[src/rtl/pam4_slicer_pkg.sv]
package pam4_slicer_pkg;

    typedef enum logic [0:0] {
        ST_FILL = 1'b0,
        ST_RUN  = 1'b1
    } slicer_state_e;

    function automatic logic signed [2:0] sym_level(input logic [1:0] s);
        unique case (s)
            2'd0:    return -3'sd3;
            2'd1:    return -3'sd1;
            2'd2:    return 3'sd1;
            default: return 3'sd3;
        endcase
    endfunction

    function automatic logic [1:0] sym_code(input logic [1:0] s, input logic plain);
        if (plain) return s;
        return {s[1], s[1] ^ s[0]};
    endfunction

endpackage

[src/rtl/pam4_skew_line.sv]
module pam4_skew_line #(
    parameter  int SW    = 12,
    parameter  int DEPTH = 4,
    localparam int SELW  = $clog2(DEPTH)
) (
    input  logic                  clk,
    input  logic                  rst_n,
    input  logic                  shift,
    input  logic signed [SW-1:0]  din,
    input  logic [SELW-1:0]       sel_top,
    input  logic [SELW-1:0]       sel_mid,
    input  logic [SELW-1:0]       sel_bot,
    output logic signed [SW-1:0]  out_top,
    output logic signed [SW-1:0]  out_mid,
    output logic signed [SW-1:0]  out_bot
);

    logic signed [SW-1:0] line [DEPTH];

    for (genvar g = 0; g < DEPTH; g++) begin : g_stage
        always_ff @(posedge clk) begin
            if (!rst_n) begin
                line[g] <= '0;
            end else if (shift) begin
                if (g == 0) line[g] <= din;
                else        line[g] <= line[(g == 0) ? 0 : g-1];
            end
        end
    end

    assign out_top = line[sel_top];
    assign out_mid = line[sel_mid];
    assign out_bot = line[sel_bot];

    // an idle cycle leaves the oldest stored sample untouched
    a_r10_line_hold: assert property (@(posedge clk) disable iff (!rst_n)
        !shift |=> $stable(line[DEPTH-1]));

    if (DEPTH > 1) begin : g_step_chk
        // each accepted sample moves one position deeper
        a_r5_line_step: assert property (@(posedge clk) disable iff (!rst_n)
            shift |=> line[1] == $past(line[0]));
    end

endmodule

[src/rtl/pam4_dfe_corr.sv]
module pam4_dfe_corr #(
    parameter  int SW = 12,
    localparam int WW = SW + 4
) (
    input  logic signed [2:0]    lvl1,
    input  logic signed [2:0]    lvl2,
    input  logic signed [SW-1:0] w1,
    input  logic signed [SW-1:0] w2,
    output logic signed [SW-1:0] corr
);

    localparam logic signed [WW-1:0] HI = WW'((64'sd1 <<< (SW-1)) - 64'sd1);
    localparam logic signed [WW-1:0] LO = ~HI;

    logic signed [WW-1:0] p1, p2, sum;

    always_comb begin
        p1  = WW'(w1) * WW'(lvl1);
        p2  = WW'(w2) * WW'(lvl2);
        sum = p1 + p2;
        if (sum > HI)      corr = HI[SW-1:0];
        else if (sum < LO) corr = LO[SW-1:0];
        else               corr = sum[SW-1:0];
    end

endmodule

[src/rtl/pam4_decide.sv]
module pam4_decide #(
    parameter int SW = 12
) (
    input  logic signed [SW-1:0] s_top,
    input  logic signed [SW-1:0] s_mid,
    input  logic signed [SW-1:0] s_bot,
    input  logic signed [SW-1:0] th_top,
    input  logic signed [SW-1:0] th_mid,
    input  logic signed [SW-1:0] th_bot,
    input  logic signed [SW-1:0] corr,
    output logic [1:0]           sym,
    output logic                 incons
);

    localparam logic signed [SW-1:0] MAXV = {1'b0, {(SW-1){1'b1}}};
    localparam logic signed [SW-1:0] MINV = {1'b1, {(SW-1){1'b0}}};

    function automatic logic signed [SW-1:0] sat_add(input logic signed [SW-1:0] a,
                                                     input logic signed [SW-1:0] b);
        logic signed [SW:0] s;
        s = (SW+1)'(a) + (SW+1)'(b);
        if (s[SW] != s[SW-1]) return s[SW] ? MINV : MAXV;
        return s[SW-1:0];
    endfunction

    logic signed [SW-1:0] eff_top, eff_mid, eff_bot;
    logic                 c_top, c_mid, c_bot;

    always_comb begin
        eff_top = sat_add(th_top, corr);
        eff_mid = sat_add(th_mid, corr);
        eff_bot = sat_add(th_bot, corr);
        c_top   = (s_top >= eff_top);
        c_mid   = (s_mid >= eff_mid);
        c_bot   = (s_bot >= eff_bot);
        incons  = 1'b0;
        unique case ({c_top, c_mid, c_bot})
            3'b000:  sym = 2'd0;
            3'b001:  sym = 2'd1;
            3'b011:  sym = 2'd2;
            3'b111:  sym = 2'd3;
            default: begin
                sym    = c_mid ? 2'd2 : 2'd1;
                incons = 1'b1;
            end
        endcase
    end

endmodule

[src/rtl/pam4_dfe_slicer.sv]
module pam4_dfe_slicer
    import pam4_slicer_pkg::*;
#(
    parameter  int SW    = 12,
    parameter  int DEPTH = 4,
    localparam int SELW  = $clog2(DEPTH)
) (
    input  logic                 clk,
    input  logic                 rst_n,
    input  logic                 in_valid,
    input  logic signed [SW-1:0] in_sample,
    input  logic signed [SW-1:0] thr_top,
    input  logic signed [SW-1:0] thr_mid,
    input  logic signed [SW-1:0] thr_bot,
    input  logic [SELW-1:0]      skew_top,
    input  logic [SELW-1:0]      skew_mid,
    input  logic [SELW-1:0]      skew_bot,
    input  logic signed [SW-1:0] tap_w1,
    input  logic signed [SW-1:0] tap_w2,
    input  logic                 plain_bin,
    output logic [1:0]           sym_out,
    output logic                 sym_valid,
    output logic                 code_err
);

    localparam logic [SELW-1:0] LAST_FILL = SELW'(DEPTH - 1);

    slicer_state_e        state_q, state_d;
    logic [SELW-1:0]      fill_q, fill_d;
    logic                 emit_d, emit_q;

    logic signed [SW-1:0] thr_top_q, thr_mid_q, thr_bot_q;
    logic [SELW-1:0]      skew_top_q, skew_mid_q, skew_bot_q;
    logic signed [SW-1:0] w1_q, w2_q;
    logic                 plain_q;

    logic signed [2:0]    hist1_q, hist2_q;
    logic signed [SW-1:0] smp_top, smp_mid, smp_bot, corr;
    logic [1:0]           dec_sym;
    logic                 dec_incons;

    // state register
    always_ff @(posedge clk) begin
        if (!rst_n) begin
            state_q <= ST_FILL;
            fill_q  <= '0;
        end else begin
            state_q <= state_d;
            fill_q  <= fill_d;
        end
    end

    // next state and fill outputs
    always_comb begin
        state_d = state_q;
        fill_d  = fill_q;
        emit_d  = 1'b0;
        unique case (state_q)
            ST_FILL: begin
                if (in_valid) begin
                    if (fill_q == LAST_FILL) begin
                        state_d = ST_RUN;
                        emit_d  = 1'b1;
                    end else begin
                        fill_d = fill_q + 1'b1;
                    end
                end
            end
            ST_RUN: begin
                emit_d = in_valid;
            end
            default: state_d = ST_FILL;
        endcase
    end

    // per-symbol settings taken with the accepted sample
    always_ff @(posedge clk) begin
        if (!rst_n) begin
            emit_q     <= 1'b0;
            thr_top_q  <= '0;
            thr_mid_q  <= '0;
            thr_bot_q  <= '0;
            skew_top_q <= '0;
            skew_mid_q <= '0;
            skew_bot_q <= '0;
            w1_q       <= '0;
            w2_q       <= '0;
            plain_q    <= 1'b0;
        end else begin
            emit_q <= emit_d;
            if (in_valid) begin
                thr_top_q  <= thr_top;
                thr_mid_q  <= thr_mid;
                thr_bot_q  <= thr_bot;
                skew_top_q <= skew_top;
                skew_mid_q <= skew_mid;
                skew_bot_q <= skew_bot;
                w1_q       <= tap_w1;
                w2_q       <= tap_w2;
                plain_q    <= plain_bin;
            end
        end
    end

    pam4_skew_line #(.SW(SW), .DEPTH(DEPTH)) u_line (
        .clk     (clk),
        .rst_n   (rst_n),
        .shift   (in_valid),
        .din     (in_sample),
        .sel_top (skew_top_q),
        .sel_mid (skew_mid_q),
        .sel_bot (skew_bot_q),
        .out_top (smp_top),
        .out_mid (smp_mid),
        .out_bot (smp_bot)
    );

    pam4_dfe_corr #(.SW(SW)) u_corr (
        .lvl1 (hist1_q),
        .lvl2 (hist2_q),
        .w1   (w1_q),
        .w2   (w2_q),
        .corr (corr)
    );

    pam4_decide #(.SW(SW)) u_decide (
        .s_top  (smp_top),
        .s_mid  (smp_mid),
        .s_bot  (smp_bot),
        .th_top (thr_top_q),
        .th_mid (thr_mid_q),
        .th_bot (thr_bot_q),
        .corr   (corr),
        .sym    (dec_sym),
        .incons (dec_incons)
    );

    // decision register and feedback history
    always_ff @(posedge clk) begin
        if (!rst_n) begin
            sym_out   <= '0;
            sym_valid <= 1'b0;
            code_err  <= 1'b0;
            hist1_q   <= '0;
            hist2_q   <= '0;
        end else begin
            sym_valid <= emit_q;
            if (emit_q) begin
                sym_out  <= sym_code(dec_sym, plain_q);
                hist1_q  <= sym_level(dec_sym);
                hist2_q  <= hist1_q;
                code_err <= code_err | dec_incons;
            end
        end
    end

    // every output pulse traces back to a sample accepted two edges earlier
    a_r2_valid_source: assert property (@(posedge clk) disable iff (!rst_n)
        sym_valid |-> $past(in_valid, 2));

    // no output while the sample line is still filling
    a_r2_only_in_run: assert property (@(posedge clk) disable iff (!rst_n)
        sym_valid |-> state_q == ST_RUN);

    // an idle input cycle yields no output two edges later
    a_r10_idle_silent: assert property (@(posedge clk) disable iff (!rst_n)
        !in_valid |-> ##2 !sym_valid);

    // the error flag never clears by itself
    a_r4_err_sticky: assert property (@(posedge clk) disable iff (!rst_n)
        code_err |=> code_err);

    // the error flag rises only together with an emitted decision
    a_r4_err_with_valid: assert property (@(posedge clk) disable iff (!rst_n)
        $rose(code_err) |-> sym_valid);

endmodule

[config.mk]
export PLATFORM = sky130hd
export DESIGN_NAME = pam4_dfe_slicer
export DESIGN_NICKNAME = d
export VERILOG_FILES = /design/src/rtl/pam4_slicer_pkg.sv /design/src/rtl/pam4_skew_line.sv /design/src/rtl/pam4_dfe_corr.sv /design/src/rtl/pam4_decide.sv /design/src/rtl/pam4_dfe_slicer.sv
export SDC_FILE = /design/constraint.sdc
export NUM_CORES = 1
export LEC_CHECK = 0
export BUFFER_PORTS_ARGS = -buffer_cell sky130_fd_sc_hd__buf_2
export CORE_ASPECT_RATIO = 0.9
export CORE_UTILIZATION = 56
export CTS_BUF_LIST = sky130_fd_sc_hd__clkbuf_4 sky130_fd_sc_hd__clkbuf_8
export CTS_CLUSTER_DIAMETER = 150
export CTS_CLUSTER_SIZE = 10
export DETAILED_ROUTE_END_ITERATION = 6
export PLACE_DENSITY = 0.87
export SKIP_LAST_GASP = 1
export SYNTH_ARGS = -nofsm -noshare
export SYNTH_HDL_FRONTEND = slang
export SYNTH_SLANG_ARGS = --single-unit
[constraint.sdc]
create_clock -name clk -period 29.2 [get_ports clk]
set_input_delay 4.38 -clock clk [delete_from_list [all_inputs] [get_ports clk]]
set_output_delay 4.38 -clock clk [all_outputs]
set_load 0.005 [all_outputs]
### After elaboration in Yosys (flattened, before gate mapping)

Memories as Yosys holds them, arrays and structs flattened. A register that Yosys moved wholly into a read port is not among the register bits.
Cells that the tools add are included.

* bits in registers: 81
* bits in latches: 0
* memory bits (writable): 48
* memory bits (read-only): 0
* input port bits: 82
* output and inout bits: 4
* logic and storage cells: 92
* memories: 1

* $add $sub $neg: 5
* multiply operators: 2
* div/mod/pow operators: 0
* magnitude comparators: 5
* equality and inequality tests: 9
* shifts and indexed selects: 0
* mux-type cells: 41
* bitwise logic cells: 8
* reduce and logical (&&, ||, !) cells: 4

Memories
* u_line.line: words 4, bits a word 12, rd ports 6, clocked after Yosys merged registers in 3, wr ports 4, line pam4_skew_line.sv:18 `logic signed [SW-1:0] line [DEPTH];`

Operator list (count)
* 12-bit two-way mux: 15
* 12-bit by 12-bit adder with 13-bit output: 3
* 12-bit greater-or-equal comparator: 3
* 12-bit by 3-bit multiplier with 15-bit output: 2
* 2-bit two-way mux: 9
* 16-bit adder: 1
* 16-bit by 12-bit greater-than comparator with 1-bit output, second input constant: 1
* 16-bit by 12-bit < comparator with 1-bit output, second input constant: 1
* 1-bit two-way mux: 14
* 3-bit one-hot mux with 3 select lines: 1
* 2-bit one-hot mux with 4 select lines: 1
* 1-bit bitwise OR: 5
* 2-bit equality test, second input constant: 2
* 4-bit OR reduction: 1
* 3-bit by 1-bit equality test with 1-bit output, second input constant: 1
* 3-bit by 2-bit equality test with 1-bit output, second input constant: 1
* 3-bit equality test, second input constant: 1
* 3-bit zero test: 1
* 1-bit != test: 3
* 3-bit AND reduction: 1
* 2-bit by 1-bit adder with 2-bit output, second input constant: 1
* 2-bit by 1-bit equality test with 1-bit output, second input constant: 1
* 2-bit zero test: 1
* 1-bit inverter: 2
* other kinds (2): 2

### Depth between registers and ports, before layout

Gate-level depths: netlist of run 1.

* word-level depth: 14
* mapped depth: 48
* depth with buffers taken out: 44

### By module

From an unflattened synthesis of run 1, not the netlist that was laid out.

* cell total of the unflattened synthesis: 1085
* area, all modules: 11333.4 um^2

By module, submodules not included
* pam4_dfe_slicer: times used 1, cells each 270, area an instance 3096.7 um^2, seq. area each 1621.6 um^2
* pam4_decide: times used 1, cells each 369, area an instance 2787.7 um^2, seq. area each 0.0 um^2
* pam4_dfe_corr: times used 1, cells each 297, area an instance 2778.9 um^2, seq. area each 0.0 um^2
* pam4_skew_line: times used 1, cells each 149, area an instance 2670.1 um^2, seq. area each 1441.4 um^2

### Least setup slack after synthesis of run 1

Ideal clock, no wire load.

* kind: reg-to-reg
* start: reg hist1_q[1]
* end: reg hist1_q[1]
* library setup time: 0.070 ns
* data arrival time: 9.503 ns
* setup slack: 19.627 ns
* stages on the path, launching flop included: 45
* path buffers: 2
* cells stage by stage: dfxtp_1 -> clkbuf_1 -> nand2_1 -> fa_1 -> fa_1 -> inv_1 -> ha_1 -> inv_1 -> fa_1 -> nor2b_1 -> o21ai_0 -> a21boi_0 -> o21ai_0 -> a21oi_1 -> o21a_1 -> o311ai_0 -> ha_1 -> buf_2 -> [... 9 more ...] -> a21o_1 -> a2111o_1 -> a31oi_1 -> o21bai_1 -> a21oi_1 -> xnor2_1 -> ha_1 -> nand2_1 -> o22ai_1 -> a21oi_1 -> ha_1 -> a21o_1 -> a211oi_1 -> and4_1 -> a21boi_0 -> nor2_1 -> maj3_1 -> a21oi_1

* longest elaborated chain between the ends: 14
* elaborated cells on any way between the ends: 37
* those cells by class: add/sub (4); mul (1); order compare (5); eq/ne (8); mux (17); reduce/logical (2)

RTL lines
* start: declaration: line pam4_dfe_slicer.sv:37 `logic signed [2:0] hist1_q, hist2_q;`
* start signal: assignment: line pam4_dfe_slicer.sv:150 `hist1_q <= sym_level(dec_sym);`
* 12-bit by 3-bit multiplier with 15-bit output (*): line pam4_dfe_corr.sv:18 `p1 = WW'(w1) * WW'(lvl1);`
* 16-bit adder (*): line pam4_dfe_corr.sv:20 `sum = p1 + p2;`
* 16-bit by 12-bit < comparator with 1-bit output: line pam4_dfe_corr.sv:22 `else if (sum < LO) corr = LO[SW-1:0];`
* 12-bit two-way mux: line pam4_dfe_corr.sv:22
* 12-bit two-way mux (*): line pam4_dfe_corr.sv:21 `if (sum > HI) corr = HI[SW-1:0];`
* 12-bit by 12-bit adder with 13-bit output: line pam4_decide.sv:21 `s = (SW+1)'(a) + (SW+1)'(b);`
* 12-bit two-way mux / 1-bit != test (equally long branches): line pam4_decide.sv:22 `if (s[SW] != s[SW-1]) return s[SW] ? MINV : MAXV;`
* 12-bit two-way mux / 1-bit two-way mux (equally long branches): line pam4_decide.sv:22
* 12-bit two-way mux: line pam4_decide.sv:23 `return s[SW-1:0];`
* 12-bit greater-or-equal comparator (on tied branches): line pam4_decide.sv:35, pam4_decide.sv:33, pam4_decide.sv:34
* 3-bit equality test (tied with other cells): line pam4_decide.sv:37 `unique case ({c_top, c_mid, c_bot})`
* 2-bit one-hot mux with 4 select lines (*): line pam4_decide.sv:37
* 2-bit equality test (tied with other cells): line pam4_slicer_pkg.sv:9 `unique case (s)`
* 3-bit one-hot mux with 3 select lines (*): line pam4_slicer_pkg.sv:9

Mark *: on every way between the ends. The rest lies on a longest branch, timed or not. The select of a mux whose other input is x is not followed.
A chain may end at the register's enable or synchronous reset.

### Worst setup path after layout of run 1

Same ends and word-level chain as after synthesis.

==> results of run 1 <==
-- critical path, delay by kind of cell, from the launching register on --
kind	cells	cell delay (ps)
AOI/OAI and AO/OA	23	5830
adders and majority gates	9	3380
and+or+nand+nor	7	1320
DFF	1	590
buffers and inverters	2	130
xor gates and xnor gates	1	100
-- cells in the final DEF, fill, tap and decap left out, types with 48 or more instances in the layout --
cell type / n
edfxtp_1: 48
nor2_1: 121
nand2_1: 52
inv_1: 58
ha_1: 144
buf_2: 84
and3_1: 51
mux2i_1: 72
dfxtp_1: 87
a21oi_1: 93
-- layout make-up --
cell class                 instances  area [µm²]  share of cell area [%]
timing repair buffer              87       442.9                   3.622
multi-input combinational        914        7649                   62.55
tap                              250       312.8                   2.558
clock buffer                      17       234.0                   1.913
inverter                          61       229.0                   1.873
clock inverter                    15       177.7                   1.453
sequential                       135        3183                   26.03
-- metal layers --
metal,wire length (µm),vias up,share of wire [%],global-route usage (%)
li1,-,4316,-,-
met1,12620,4228,48,39.58
met2,11200,355,42,38.61
met3,1969,45,7.5,5.201
met4,623,0,2.4,10.28
met5,0,-,0,0
-- how the worst max path moves through the flow --
stage | from | to | slack (ps) | depth (start not counted)
2_1_floorplan | hist1_q[1] | hist1_q[1] | 19630 | 44
6_report | hist1_q[1] | hist1_q[1] | 17750 | 42
4_1_cts | hist1_q[1] | hist1_q[1] | 17920 | 42
5_1_grt | hist1_q[1] | hist1_q[1] | 16850 | 42
3_3_place_gp | hist1_q[1] | hist1_q[1] | 18420 | 42
3_5_place_dp | hist1_q[1] | hist1_q[1] | 18000 | 42
-- stage by stage --
stage	utilization (%)	hold slack [ps]	power, mW
floorplan	-	460.6	0.3250
global placement	60.91	474.8	0.3576
detailed placement	60.91	490.1	0.3637
CTS	63.04	522.7	0.5283
global route	63.04	555.5	0.5574
finish	63.04	516.2	0.5285
-- state kept, by name, indices dropped and copies added (netlist names), 3 cells and up, named ones only --
name / flops
u_line.line: 48
hist2_q: 3
thr_bot_q: 12
w1_q: 12
hist1_q: 3
w2_q: 12
thr_top_q: 12
thr_mid_q: 12
-- power by group --
part           internal, mW  switching (mW)
combinational        0.0644          0.0802
clock                0.0723          0.0924
sequential            0.206          0.0129
total                 0.343           0.186
-- kinds of logic after synthesis --
kind of cell | after synthesis
XOR/XNOR | 63
adder cells (fa/ha/maj) | 175
multiplexers | 108
buffers and inverters | 106
flip-flops | 135
AND/OR/NAND/NOR | 338
AO/OA/AOI/OAI | 230
==> results by group, run 1 <==
Final layout
  • Nets: 1,472
  • Non-filler cells, final: ~1.5k
  • Fillcell total: approximately 1.6k
  • Share of layout cells above drive strength 1: between 10% and 20%
  • Diodes inserted: 0
  • Area growth from synthesis to layout: 8.843%
  • Finished Cell Area: ~0.012 mm²

Logic synthesis
  • XOR/XNOR share of the synthesized area: 4.911%
  • Area contributors post-synth: ha_1 (16%), dfxtp_1 (16%), edfxtp_1 (13%)
  • Post-synth ARST share: 0%
  • Compound-Gate Fraction of Synth Area: between 10% and 20%
  • Most frequent cell after synthesis: ha_1
  • Avg Cell Area, Syn: around 10 µm²
  • Mapped Area: 0.01123 mm²
  • Largest family of logic cells by synthesized area: adder cells
  • Cells after synthesis: ~1.2k
  • Top post-synthesis cells by count: ha_1 (144), nor2_1 (121), a21oi_1 (93), dfxtp_1 (87), mux2i_1 (72)
  • Post-synth top area share: between 10% and 20%
  • Synth Register Bits: ~140
  • Post-synthesis mux area share: a little over an eighth
  • Yosys warns: 0
  • Unique masters post-synth: a little over 60
  • Prevailing post-synth register cell: dfxtp_1
  • Synth Area in Simple Gates: between 10% and 20%
  • Seq/Total Area, Yosys: about 28%
  • Synth Area in Adders: a little over a fifth
  • Syn Nets: between 1k and 1.5k
  • Yosys top cell by area: ha_1
  • Number of synthesized flops with an enable pin: 48

STA
  • Final Hold Viols: 0
  • Final Critical Period: ~11,000 ps
  • Period utilization: 39.21%
  • Setup WS post-layout: around 18,000 ps
  • Clock Skew: roughly 16 ps
  • Worst-Margin Slew: 1174 ps
  • Setup Total Neg Slack: 0 ps
  • Final setup violation count: 0
  • Unrepaired setup endpoints after global routing: no
  • Max Freq: between 80 and 90 MHz
  • Slew Limit Headroom: about 22%
  • Max Slew Vio Count: 0

Setup path
  • Crit. End Element: register
  • Crit path kind: register to register
  • RR Startpoint: hist1_q[1]
  • Crit-path max FO: 14
  • Crit start category: register
  • Critical Path Max Stage Delay: 800 ps
  • Critical R2R Capture: hist1_q[1]
  • Critical Path AT: around 12,000 ps
  • CP max stage cell: o41ai_2
  • Reg2reg path depth: 42
  • Reg2reg setup slack: about 18,000 ps
  • Worst EP required: ~30,000 ps

Clocking
  • Worst-Skew Late Latency: between 400 and 500 ps
  • Clock-pin slew on the worst setup and hold paths: about 100 ps
  • H-tree depth: 4
  • Max clock buf depth: 2
  • CTS sink count: 135
  • Setup bufs post-CTS: 0
  • Root Buffer: clkbuf_8
  • Hold_buf cts: 0
  • CTS resizes: 0
  • TritonCTS buffer count: 17
  • CTS tree: built

Place
  • RD Place Congestion: about 0.95
  • Port Buffers: 85
  • Pre-CTS WS: 18,000 ps
  • # placed instances: roughly 1.4k
  • Placed inst area: approximately 0.012 mm²
  • DP HPWL: 20,030 µm

Die
  • IO Pins: 86
  • Die area: between 0.02 and 0.025 mm²
  • FP Rows: 48
  • Die H: around 140 µm
  • Initial Utilization: just under 60%
  • Die Span X: about 150 µm
  • Core ar.: between 0.015 and 0.02 mm²

Hold path
  • Hold_sp: thr_top_q[7]
  • Class of the worst hold path: register to register
  • Hold Crit Depth: 2
  • Hold path endpoint: thr_top_q[7]

Global routing
  • Total gr overflow: 0
  • Tot GR Track Use: 26.89%
  • First-pass GRT wire length: ~43,000 µm
  • Vias in the first global route: 8,475
  • Largest net degree at the start of global routing: between 70 and 80
  • Initial antenna violation count: 0

Routing
  • Average wire per standard cell: 17.86 µm
  • DRT iter0 DRCs: 778
  • Via count: roughly 8.9k
  • Total Wirelength: 26,410 µm
  • DRC Markers: 0
  • Antenna Violating Nets Remaining: 0
  • Routed vias/inst: between 6 and 7
  • Drt pass-1 iters: 5

Pwr
  • Leak Pwr: 6.173 nW
  • Pwr/cell area: between 40 and 50 mW/mm²
  • Maximum vdd ir drop: 0.04188 mV

Run
  • Max-cap violations: 0

Outcome
  • Outcome: completed
(Power assumes the default switching activity.)
==> run 2: changes to the inputs <==
==> constraint.sdc (replaced) <==
create_clock -name clk -period 11.3 [get_ports clk]
set_input_delay 1.695 -clock clk [delete_from_list [all_inputs] [get_ports clk]]
set_output_delay 1.695 -clock clk [all_outputs]
set_load 0.005 [all_outputs]
==> run 2 against run 1 <==
  * Count of clock-buffer cells in the layout is the same
  * Power grew to 2.6 times the previous value
  * Cell area grew 0.91%
  * Non-clock buffer count grew 4
  * Core utilization grew 0.57 points
  * Combinational power grew to 2.7 times the previous value
  * Fmax grew 8.5%
  * Via count shrank 0.15%
  * Worst hold slack lost 14 ps
  * Critical path type unchanged
  * First-iteration DRC count shrank 13%
  * Clock skew shrank 0.55 ps
  * Routed wire length shrank 0.83%
==> results by group, run 2 (same netlist as run 1, synthesis figures left out) <==
Place
  • DP HPWL: 19,900 µm (-0.64%)
  • RD Place Congestion: 0.9143 (-4.1%)
  • Placed inst area: 0.01182 mm² (unchanged)
  • Port Buffers: 85 (unchanged)

Die
  • FP Rows: 48 (unchanged)
  • Die H: 136.4 µm (unchanged)
  • Initial Utilization: 57.91% (unchanged)
  • IO Pins: 86 (unchanged)
  • Die Span X: 151.3 µm (unchanged)
  • Core ar.: 0.01940 mm² (unchanged)
  • Die area: 0.02063 mm² (unchanged)

Setup path
  • Top cell by count, worst path: ha_1
  • Crit. End Element: register
  • Critical Path Max Stage Delay: 580 ps (-220 ps)
  • RR Startpoint: hist1_q[0]
  • Crit path kind: register to register
  • Critical Path AT: 10,940 ps (-920 ps)
  • Worst Setup SP: hist1_q[0]
  • Crit-path max FO: 14 (unchanged)
  • Worst EP required: 11,690 ps (-17,920 ps)
  • Bufs and invs on worst path: 4 (+2)
  • Crit start category: register
  • CP max stage cell: dfxtp_1
  • Family with the most delay on the worst path: compound AO/OA/AOI/OAI gates
  • Reg2reg setup slack: 750 ps (-17,000 ps)

STA
  • Clock Skew: 15.23 ps (-0.5483 ps)
  • Slew Limit Headroom: 20.67% (-1.1 points)
  • Worst-Margin Slew: 1190 ps (+15.98 ps)
  • Max Freq: 94.76 MHz (+8.5%)
  • Final setup violation count: 0 (unchanged)
  • Period utilization: 93.39% (+54 points)
  • Final Critical Period: 10,550 ps (-896.1 ps)
  • Hold slack: 502.0 ps (-14.20 ps)
  • Max Slew Vio Count: 0 (unchanged)
  • Final Hold Viols: 0 (unchanged)

Global routing
  • Vias in the first global route: 8,379 (-1.1%)
  • Total gr overflow: 0 (unchanged)
  • Tot GR Track Use: 26.61% (-0.29 points)
  • Layer with the highest usage: met2
  • Met2 Usage GRT: 39.09% (+0.48 points)
  • Initial antenna violation count: 0 (unchanged)
  • First-pass GRT wire length: 41,990 µm (-1.5%)
  • Global routing usage on met1: 38.45% (-1.1 points)
  • Largest net degree at the start of global routing: 79 (+2.6%)
  • GR Util met3: 5.973% (+0.77 points)

Final layout
  • Most frequent cells in the layout: ha_1 (144), nor2_1 (121), a21oi_1 (92), dfxtp_1 (84), buf_2 (84)
  • Area growth from synthesis to layout: 9.834%
  • Max reg flops: 48 (unchanged)
  • Nets: 1,476 (+0.27%)
  • Most common cell after layout, fill and taps aside: ha_1
  • Final core utilization: 63.61% (+0.57 points)
  • Finished Cell Area: 0.01234 mm² (+0.91%)
  • Share of layout cells above drive strength 1: 14.84% (+1.1 points)
  • Diodes inserted: 0 (unchanged)
  • Biggest register: u_line.line

Pwr
  • Power, Total: 1.364 mW (+160%)
  • Pwr/cell area: 110.6 mW/mm² (+160%)
  • Maximum vdd ir drop: 0.1019 mV (+140%)
  • Leak Pwr: 6.204 nW (+0.50%)

Routing
  • Drt pass-1 iters: 6 (+1)
  • Antenna Violating Nets Remaining: 0 (unchanged)
  • Total Wirelength: 26,190 µm (-0.83%)
  • Routed vias/inst: 6.022 (-0.41%)
  • Via count: 8,931 (-0.15%)
  • DRC Markers: 0 (unchanged)
  • Average wire per standard cell: 17.66 µm (-1.1%)
  • DRT iter0 DRCs: 678 (-13%)

Hold path
  • Hold_sp: code_err
  • Class of the worst hold path: register to register

Clocking
  • Clock-pin slew on the worst setup and hold paths: 90 ps (about the same)
  • H-tree depth: 4 (unchanged)
  • Worst-Skew Late Latency: 470 ps (about the same)
  • Root Buffer: clkbuf_8
  • TritonCTS buffer count: 17 (unchanged)
  • CTS tree: built
  • Max clock buf depth: 2 (unchanged)
  • CTS sink count: 135 (unchanged)

Run
  • Max-cap violations: 0 (unchanged)

Outcome
  • Outcome: completed
run 2: what timing repair did:
item / 4_1_cts / 5_1_grt
hold buffers: 0 / 0
setup buffers: 0 / 4
resized for setup: 0 / 15
endpoints found under the setup margin: 0 / 5
hold endpoints to repair: 0 / 0
run 2: final timing paths:
| path | cells past startpoint | to |
|---|---|---|
| hold / removal | 1 | code_err |
| setup reg to reg | 43 | sym_out[0] |
| setup / recovery | 43 | sym_out[0] |
| hold reg to reg | 1 | code_err |
run 2: stage by stage:
step	instances	TNS (ps)	worst slack, ps
2_1_floorplan	1155	0	1727
3_3_place_gp	1447	0	476.8
3_5_place_dp	1447	0	136.1
4_1_cts	1479	0	14.42
5_1_grt	1483	-77.21	-39.25
6_report	1483	0	746.8
run 2: metal layers:
| metal | vias up | part of all wire (%) |
|---|---|---|
| li1 | 4335 | - |
| met1 | 4229 | 48 |
| met2 | 330 | 42 |
| met3 | 37 | 7.9 |
| met4 | 0 | 1.9 |
| met5 | - | 0 |
run 2: where the power goes:
part,total [mW],switching (mW),internal (mW)
Sequential,0.566,0.0334,0.533
Clock,0.413,0.244,0.169
Combinational,0.385,0.214,0.171
Total,1.36,0.491,0.873
run 2: area by class of cell:
type | count | area, µm²
tap | 250 | 312.8
clock inverter | 15 | 183.9
multi-input combinational | 914 | 7716
sequential | 135 | 3187
timing repair buffer | 91 | 473.0
fill | 1527 | 7059
inverter | 61 | 232.7
clock buffer | 17 | 234.0
